<file path="config.mk">
export PLATFORM = sky130hd
export DESIGN_NAME = pf_burst_serdes
export DESIGN_NICKNAME = d
export VERILOG_FILES = /design/src/rtl/pf_serdes_pkg.sv /design/src/rtl/pf_rd_serializer.sv /design/src/rtl/pf_wr_lane.sv /design/src/rtl/pf_burst_serdes.sv
export SDC_FILE = /design/constraint.sdc
export NUM_CORES = 1
export LEC_CHECK = 0
export CORE_UTILIZATION = 30
export DETAILED_ROUTE_END_ITERATION = 6
export MAX_ROUTING_LAYER = met4
export PLACE_DENSITY_LB_ADDON = 0.05
export SLEW_MARGIN = 15
export SYNTH_ARGS = -nofsm -noshare
export SYNTH_HDL_FRONTEND = slang
export SYNTH_SLANG_ARGS = --single-unit
</file>
<file path="constraint.sdc">
create_clock -name clk2x -period 2 [get_ports clk2x]
set_input_delay 0.3 -clock clk2x [delete_from_list [all_inputs] [get_ports clk2x]]
set_output_delay 0.3 -clock clk2x [all_outputs]
set_load 0.03 [all_outputs]
</file>
<file path="src/rtl/pf_serdes_pkg.sv">
// Shared definitions for the prefetch burst serializer.
// Assumes a byte is eight bits and a prefetch word holds four beats.
package pf_serdes_pkg;
    localparam int BYTE_W         = 8;
    localparam int BEATS_PER_WORD = 4;

    typedef enum logic [1:0] {
        RD_IDLE = 2'd0,
        RD_PRE  = 2'd1,
        RD_BEAT = 2'd2
    } rd_state_e;
endpackage

</file>
<file path="src/rtl/pf_rd_serializer.sv">
// Read serializer: takes one or two prefetch words and sends them out
// as single beats, one per clk2x cycle. A two-cycle preamble comes first.
// Assumes the second word is valid on `word` while `next_req` is high.
module pf_rd_serializer
    import pf_serdes_pkg::*;
#(
    parameter int LANES = 2
) (
    input  logic                      clk,
    input  logic                      rst_n,
    input  logic                      go,
    input  logic                      bl8,
    input  logic [4*BYTE_W*LANES-1:0] word,
    output logic                      next_req,
    output logic [BYTE_W*LANES-1:0]   dq,
    output logic [LANES-1:0]          dqs,
    output logic                      oe
);
    localparam int N = BYTE_W * LANES;
    localparam int W = BEATS_PER_WORD * N;

    rd_state_e      state_q;
    logic [2:0]     cnt_q;
    logic [W-1:0]   shreg_q;
    logic           long_q;
    logic [2:0]     last_beat;

    // last beat index for the latched burst length
    assign last_beat = long_q ? 3'd7 : 3'd3;

    // state, beat counter and shift register
    always_ff @(posedge clk) begin
        if (!rst_n) begin
            state_q <= RD_IDLE;
            cnt_q   <= '0;
            shreg_q <= '0;
            long_q  <= 1'b0;
        end else begin
            case (state_q)
                RD_IDLE: begin
                    if (go) begin
                        state_q <= RD_PRE;
                        cnt_q   <= '0;
                        shreg_q <= word;
                        long_q  <= bl8;
                    end
                end
                RD_PRE: begin
                    if (cnt_q == 3'd1) begin
                        state_q <= RD_BEAT;
                        cnt_q   <= '0;
                    end else begin
                        cnt_q <= cnt_q + 3'd1;
                    end
                end
                RD_BEAT: begin
                    if (next_req) shreg_q <= word;
                    else          shreg_q <= shreg_q >> N;
                    if (cnt_q == last_beat) begin
                        state_q <= RD_IDLE;
                        cnt_q   <= '0;
                    end else begin
                        cnt_q <= cnt_q + 3'd1;
                    end
                end
                default: state_q <= RD_IDLE;
            endcase
        end
    end

    // pin-side outputs, all taken from registers
    always_comb begin
        oe       = (state_q != RD_IDLE);
        dq       = (state_q == RD_BEAT) ? shreg_q[N-1:0] : '0;
        dqs      = {LANES{(state_q == RD_BEAT) && !cnt_q[0]}};
        next_req = (state_q == RD_BEAT) && long_q && (cnt_q == 3'd3);
    end


    idle_quiet_chk: assert property (@(posedge clk) disable iff (!rst_n)
        !oe |-> (dqs == '0) && (dq == '0) && !next_req);


    strobe_toggle_chk: assert property (@(posedge clk) disable iff (!rst_n)
        (state_q == RD_BEAT) && (cnt_q != 3'd0) |-> dqs != $past(dqs));


    next_then_beat4_chk: assert property (@(posedge clk) disable iff (!rst_n)
        next_req |=> (state_q == RD_BEAT) && (cnt_q == 3'd4));


    no_restart_chk: assert property (@(posedge clk) disable iff (!rst_n)
        (state_q == RD_BEAT) && go |=> state_q != RD_PRE);
endmodule

</file>
<file path="src/rtl/pf_wr_lane.sv">
// Write collector for one byte lane. It captures a data byte and a mask
// bit on every level change of the lane strobe, and after four captures
// it flags a complete group for one cycle.
// Assumes the strobe is low after reset and each burst has an even
// number of toggles.
module pf_wr_lane
    import pf_serdes_pkg::*;
(
    input  logic                               clk,
    input  logic                               rst_n,
    input  logic                               dqs,
    input  logic [BYTE_W-1:0]                  dq,
    input  logic                               dm,
    output logic                               done,
    output logic [BEATS_PER_WORD-1:0][BYTE_W-1:0] bytes,
    output logic [BEATS_PER_WORD-1:0]          enables
);
    logic       prev_q;
    logic [1:0] cnt_q;
    logic       toggle;
    logic [BEATS_PER_WORD-1:0] mask_q;

    // a beat is present when the strobe level has changed
    assign toggle = dqs ^ prev_q;

    // strobe history, slot fill and completion flag
    always_ff @(posedge clk) begin
        if (!rst_n) begin
            prev_q <= 1'b0;
            cnt_q  <= '0;
            bytes  <= '0;
            mask_q <= '0;
            done   <= 1'b0;
        end else begin
            prev_q <= dqs;
            done   <= toggle && (cnt_q == 2'd3);
            if (toggle) begin
                bytes[cnt_q]  <= dq;
                mask_q[cnt_q] <= dm;
                cnt_q         <= cnt_q + 2'd1;
            end
        end
    end

    // enables are the inverse of the captured mask bits
    assign enables = ~mask_q;


    done_after_toggle_chk: assert property (@(posedge clk) disable iff (!rst_n)
        done |-> $past(toggle) && ($past(cnt_q) == 2'd3));
endmodule

</file>
<file path="src/rtl/pf_burst_serdes.sv">
// Top level: a read serializer plus one write collector per byte lane.
// The assembled write word puts beat k at [k*N +: N] and lane b at
// byte b of that beat.
// Assumes the write strobes of all lanes arrive aligned to the same clk2x edge.
module pf_burst_serdes
    import pf_serdes_pkg::*;
#(
    parameter int LANES = 2
) (
    input  logic                      clk2x,
    input  logic                      rst_n,
    input  logic                      rd_go,
    input  logic                      rd_bl8,
    input  logic [4*8*LANES-1:0]      rd_word,
    output logic                      rd_next,
    output logic [8*LANES-1:0]        rd_dq,
    output logic [LANES-1:0]          rd_dqs,
    output logic                      rd_oe,
    input  logic [LANES-1:0]          wr_dqs,
    input  logic [8*LANES-1:0]        wr_dq,
    input  logic [LANES-1:0]          wr_dm,
    output logic                      wr_valid,
    output logic [4*8*LANES-1:0]      wr_word,
    output logic [4*LANES-1:0]        wr_be
);
    localparam int N = BYTE_W * LANES;

    logic [LANES-1:0] lane_done;

    pf_rd_serializer #(.LANES(LANES)) rd_i (
        .clk      (clk2x),
        .rst_n    (rst_n),
        .go       (rd_go),
        .bl8      (rd_bl8),
        .word     (rd_word),
        .next_req (rd_next),
        .dq       (rd_dq),
        .dqs      (rd_dqs),
        .oe       (rd_oe)
    );

    for (genvar b = 0; b < LANES; b++) begin : g_lane
        logic [BEATS_PER_WORD-1:0][BYTE_W-1:0] lane_bytes;
        logic [BEATS_PER_WORD-1:0]             lane_en;

        pf_wr_lane lane_i (
            .clk     (clk2x),
            .rst_n   (rst_n),
            .dqs     (wr_dqs[b]),
            .dq      (wr_dq[b*BYTE_W +: BYTE_W]),
            .dm      (wr_dm[b]),
            .done    (lane_done[b]),
            .bytes   (lane_bytes),
            .enables (lane_en)
        );

        for (genvar k = 0; k < BEATS_PER_WORD; k++) begin : g_beat
            // place lane b of beat k in the assembled word
            assign wr_word[k*N + b*BYTE_W +: BYTE_W] = lane_bytes[k];
            assign wr_be[k*LANES + b]                = lane_en[k];
        end
    end

    // a word is complete when every lane has finished its group
    assign wr_valid = &lane_done;


    lanes_aligned_chk: assert property (@(posedge clk2x) disable iff (!rst_n)
        (|lane_done) |-> (&lane_done));


    valid_single_chk: assert property (@(posedge clk2x) disable iff (!rst_n)
        wr_valid |=> !wr_valid);
endmodule

</file>
Word-level counts from Yosys, hierarchy flattened:

Cells that the tools add are included.

* output and inout bits: 93
* flip-flop bits (word level): 150
* word-level logic and storage cells: 83
* input port bits: 88

* bitwise logic cells: 4
* multiplexer cells: 25
* reduce and logical (&&, ||, !) cells: 17
* equal/unequal tests: 10
* $lt $le $gt $ge: 4
* add/subtract/negate cells: 3

Operators by type and width (number)
* 64-bit two-way mux: 2
* 64-bit case mux with 2 select lines: 1
* 32-bit bitwise mux: 2
* 8-bit demux with 2-bit select: 2
* 16-bit two-way mux: 1
* 8-bit two-way mux: 2
* 3-bit two-way mux: 4
* 3-bit case mux with 3 select lines: 1
* 4-bit bitwise mux: 2
* 4-bit inverter: 2
* 2-bit AND reduction: 4
* 1-bit logical AND: 7
* 2-bit equality test (second input constant): 3
* 2-bit by 3-bit < comparator with 1-bit output (second input constant): 2
* 2-bit two-way mux: 3
* 2-bit case mux with 3 select lines: 1
* 2-bit by 1-bit adder with 2-bit output (second input constant): 2
* 1-bit demux with 2-bit select: 2
* 2-bit by 1-bit greater-or-equal comparator with 1-bit output (second input constant): 2
* 2-bit by 1-bit inequality test with 1-bit output (second input constant): 2
* 2-bit nonzero test: 2
* 3-bit by 1-bit adder with 3-bit output (second input constant): 1
* 3-bit by 1-bit equality test with 1-bit output (second input constant): 1
* 3-bit by 2-bit equality test with 1-bit output (second input constant): 1
* other kinds (9): 11

Logic depth before layout (Yosys ltp):

* word-level depth: 5
* depth in mapped cells: 8
* mapped depth without buffers: 6

Hierarchy:

Synthesis repeated with hierarchy kept, for this count alone.

* cell total of the unflattened synthesis: 635
* area total of the unflattened synthesis: 6453.7 um2

Modules (own cells, without submodules)
* pf_rd_serializer: cells an instance 340, times used 1, area each 3369.5 um2, seq. area each 1401.3 um2
* pf_wr_lane: cells an instance 147, times used 2, area each 1539.0 um2, seq. area each 800.8 um2
* pf_burst_serdes: cells an instance 1, times used 1, area each 6.3 um2, seq. area each 0.0 um2

Least setup slack after synthesis:

OpenSTA, ideal clock, no wires.

* kind: register -> output
* start: reg rd_i.state_q[0]
* end: out rd_dqs[1]
* buffers on the path: 2
* required time: 1.700 ns
* arrival: 1.538 ns
* cell stages (with the launch flop): 7
* setup slack: 0.162 ns
* path through: dfxtp_1 -> inv_1 -> ha_1 -> buf_2 -> inv_1 -> nor2_1 -> buf_4

* longest elaborated chain between the ends: 2

Ends and longest elaborated chain
* start, declared: RTL line pf_rd_serializer.sv:22 `rd_state_e state_q;`
* start signal, assigned: RTL line pf_rd_serializer.sv:34 `state_q <= RD_IDLE;`
* start signal, assigned: RTL line pf_rd_serializer.sv:42 `state_q <= RD_PRE;`
* start signal, assigned: RTL line pf_rd_serializer.sv:50 `state_q <= RD_BEAT;`
* 2-bit equality test: RTL line pf_rd_serializer.sv:75 `dqs = {LANES{(state_q == RD_BEAT) && !cnt_q[0]}};`
* 1-bit logical AND: RTL line pf_rd_serializer.sv:75
* end, declared: RTL line pf_burst_serdes.sv:17 `output logic [LANES-1:0] rd_dqs,`

No other way between the ends.

Worst setup path in the final report:

* start: reg rd_i.state_q[1]
* end: out rd_oe

* longest elaborated chain between the ends: 1

Ends and longest elaborated chain
* 2-bit nonzero test: RTL line pf_rd_serializer.sv:73 `oe = (state_q != RD_IDLE);`
* end, declared: RTL line pf_burst_serdes.sv:18 `output logic rd_oe,`

No other way between the ends.

==> results.yml <==
floorplan:
  std_cell_rows: 52
  boundaryPins: 181
  core_um2: 20200
  die_area_um2: 21100
  initial_core_util_pct: 30.5
  die_x_um: 145
  die_h_um: 145
synthesis:
  synth_top_area_share_pct: 48.8
  syn_nets: 802
  async_reset_ff_share_pct: 0
  synthTopCellsByArea: "dfxtp_1 49%, mux2i_1 7.8%, a21oi_1 6.3%"
  ys_seq_area_share_pct: 48.8
  synth.ff_latch_count: 150
  synth_most_common_cell: "dfxtp_1"
  syn_inst: 700
  synth-edff-count: 0
  synth_largest_area_cell: "dfxtp_1"
  synth_cell_types: 33
  syn_area_um2: 6150
  avgSynthCellArea_um2: 8.79
  ys_warn_count: 0
  synthTopCellsByCount: "150 x dfxtp_1, 84 x nand2_1, 78 x a21oi_1"
  synthFlopType: "dfxtp_1"
timing:
  setup_slack_ns: 0.116
  drv_slew: 0
  tightestPinTransition_ns: 0.398
  whs_ns: 0.452
  period_share_pct: 94.2
  fin_tns_setup_ns: 0
  min_period_ns: 1.88
  finalHoldViolations: 0
  max_freq_ghz: 0.531
  finalSetupViolations: 0
  rsz0062_at_grt: "false"
  finalClockSkew_ns: 0.00886
  maxSlewHeadroom_pct: 73.3
placement:
  dp_hpwl_um: 12700
  dp_cells: 1125
  place_congestion: 0.795
  port-buffer-count: 180
  place_ws_ns: 0.0630
  place_area_um2: 8420
cells_and_area:
  fin_cells: 1157
  antenna_cells: 0
  drive_above_1_share_pct: 9.92
  syn_to_final_growth_pct: 46.4
  fillers: 2008
  fin_area_um2: 9010
  fin_util_pct: 44.7
  final_nets: 976
power:
  peakVddDrop_mv: 0.611
  leakage_nw: 3.22
  fin_total_pwr_mw: 8.82
  power.density_nw_per_um2: 979
cts:
  cts.sinks: 150
  cts_made_buffers: 17
  cts-root-buf: "clkbuf_16"
  clk_pin_slew_worst_paths_ns: 0.06
  clock_latency_ns: 0.42
  h-tree-depth: 4
  cts_tree: "done"
  post_cts_buffers: 0
  clockBufferDepth: 2
route:
  vias: 5462
  drt_wl_total_um: 17300
  avgViaCountPerCell: 4.72
  drc: 0
  first_iter_violations: 346
  wire_per_inst_um: 14.9
  drtPass1Iterations: 4
  antenna_left: 0
global_route:
  grtUsageMet2_pct: 28.8
  top_usage_layer: "met2"
  track_usage_pct: 17.0
  grt-ovfl-total: 0
  use_met3_pct: 4.75
  grt_first_pass_wirelength_um: 27500
  grt_pass1_vias: 5455
  met1_usage_pct: 19.4
  grt_max_degree: 66
  antenna_found_initial: 0
critical_path:
  path_class: "reg2out"
  critPathArrivalTime_ns: 1.58
  critPathMaxFanout: 4
  r2r_slack_ns: 0.16
  endpoint_kind: "primary output"
  startpoint: "rd_i.state_q[1]$_SDFFE_PN0P_"
  r2r_end: "rd_i.shreg_q[21]$_SDFFE_PN0P_"
  cp_slowest_stage_delay_ns: 0.41
  cp_cell_sequence: "inv_1, ha_1, inv_1, dlygate4sd2_1"
  cp_common_cell: "inv_1"
  start_kind: "flop"
  critPathRequiredTime_ns: 1.70
  r2r_cells: 7
  cp-endpoint: "rd_oe"
  worst_path_max_delay_cell: "dlygate4sd2_1"
  r2r_start: "rd_i.cnt_q[1]$_SDFFE_PN0P_"
flow_run:
  maxCapViolations: 0
outcome:
  run_status: "complete, no violations"
hold_path:
  hold_class: "reg2reg"
[layer usage]
layer | wire (um) | share of wire, %
met1 | 7360 | 43
met5 | 0 | 0
met3 | 1010 | 5.8
met2 | 8660 | 50
met4 | 268 | 1.5
[report_power, final]
group / internal, mW / total, mW / switching [mW] / leakage (nW)
Combinational: 0.973 / 2.21 / 1.23 / 1.72
Clock: 1.82 / 3.07 / 1.26 / 0.273
Sequential: 3.35 / 3.54 / 0.193 / 1.23
Total: 6.14 / 8.82 / 2.68 / 3.22
[timing repair]
action                     in CTS  in global routing
setup endpoints to repair      12                 12
hold buffers                    0                  0
cloned                          0                  0
gates resized for setup         3                  2
[layout make-up]
type	instances	area (um2)	share of cell area [%]
Sequential cell	150	3000	33.4
Multi-Input combinational cell	477	2860	31.8
Timing Repair Buffer	208	2150	23.9
Clock buffer	22	474	5.27
Tap cell	270	338	3.75
Clock inverter	10	97.6	1.08
Inverter	20	77.6	0.861
[worst min path at each step]
| stage | startpoint | to | slack [ns] | depth (start not counted) |
|---|---|---|---|---|
| final | g_lane[0].lane_i.bytes[15]$_SDFFE_PN0P_ | g_lane[0].lane_i.bytes[15]$_SDFFE_PN0P_ | 0.45 | 2 |
| after global routing | g_lane[0].lane_i.bytes[22]$_SDFFE_PN0P_ | g_lane[0].lane_i.bytes[22]$_SDFFE_PN0P_ | 0.48 | 2 |
| after CTS | rd_bl8 | rd_i.long_q$_SDFFE_PN0P_ | 0.45 | 3 |
| after detailed placement | g_lane[0].lane_i.bytes[15]$_SDFFE_PN0P_ | g_lane[0].lane_i.bytes[15]$_SDFFE_PN0P_ | 0.45 | 2 |
| after global placement | g_lane[0].lane_i.bytes[15]$_SDFFE_PN0P_ | g_lane[0].lane_i.bytes[15]$_SDFFE_PN0P_ | 0.44 | 2 |
| after floorplan | wr_dqs[0] | g_lane[0].lane_i.prev_q$_SDFF_PN0_ | 0.42 | 1 |
[sequential cells by signal, indices dropped and copies added, names as in the netlist]
name,flops
g_lane.lane_i.prev_q,2
rd_i.state_q,2
g_lane.lane_i.bytes,64
rd_i.cnt_q,3
g_lane.lane_i.mask_q,8
g_lane.lane_i.done,2
rd_i.shreg_q,64
rd_i.long_q,1
g_lane.lane_i.cnt_q,4
[cell families (layout without fill, tap and decap cells)]
family	count (synthesis)	after routing	share of synthesized area (%)
simple gates	257	257	18.4
mux	49	49	8.18
xor+xnor	5	5	0.712
buf+inv	73	260	5.27
flops	150	150	48.8
fa+ha+maj	14	14	2.85
compound gates	152	152	15.8
[worst max-delay path: cells and delay by family (launching register included)]
family                     cells  cell delay (ns)
adders and majority gates      1             0.20
buffers and inverters          3             0.60
DFF                            1             0.37
[placed cells by master, fill, tap and decap left out, types with 2 or more instances in the layout]
| master | n |
|---|---|
| a211oi_1 | 50 |
| a21oi_1 | 78 |
| a22oi_1 | 16 |
| and2_1 | 19 |
| buf_12 | 15 |
| buf_4 | 31 |
| clkbuf_1 | 2 |
| clkbuf_16 | 17 |
| clkbuf_8 | 3 |
| clkdlybuf4s50_1 | 160 |
| clkinv_2 | 2 |
| clkinv_4 | 3 |
| clkinvlp_4 | 3 |
| dfxtp_1 | 149 |
| ha_1 | 13 |
| inv_1 | 19 |
| mux2i_1 | 48 |
| nand2_1 | 84 |
| nand2b_1 | 2 |
| nand3_1 | 73 |
| nor2_1 | 73 |
| or4b_1 | 2 |
| xnor2_1 | 2 |
| xor2_2 | 2 |
(Power assumes the default switching activity.)
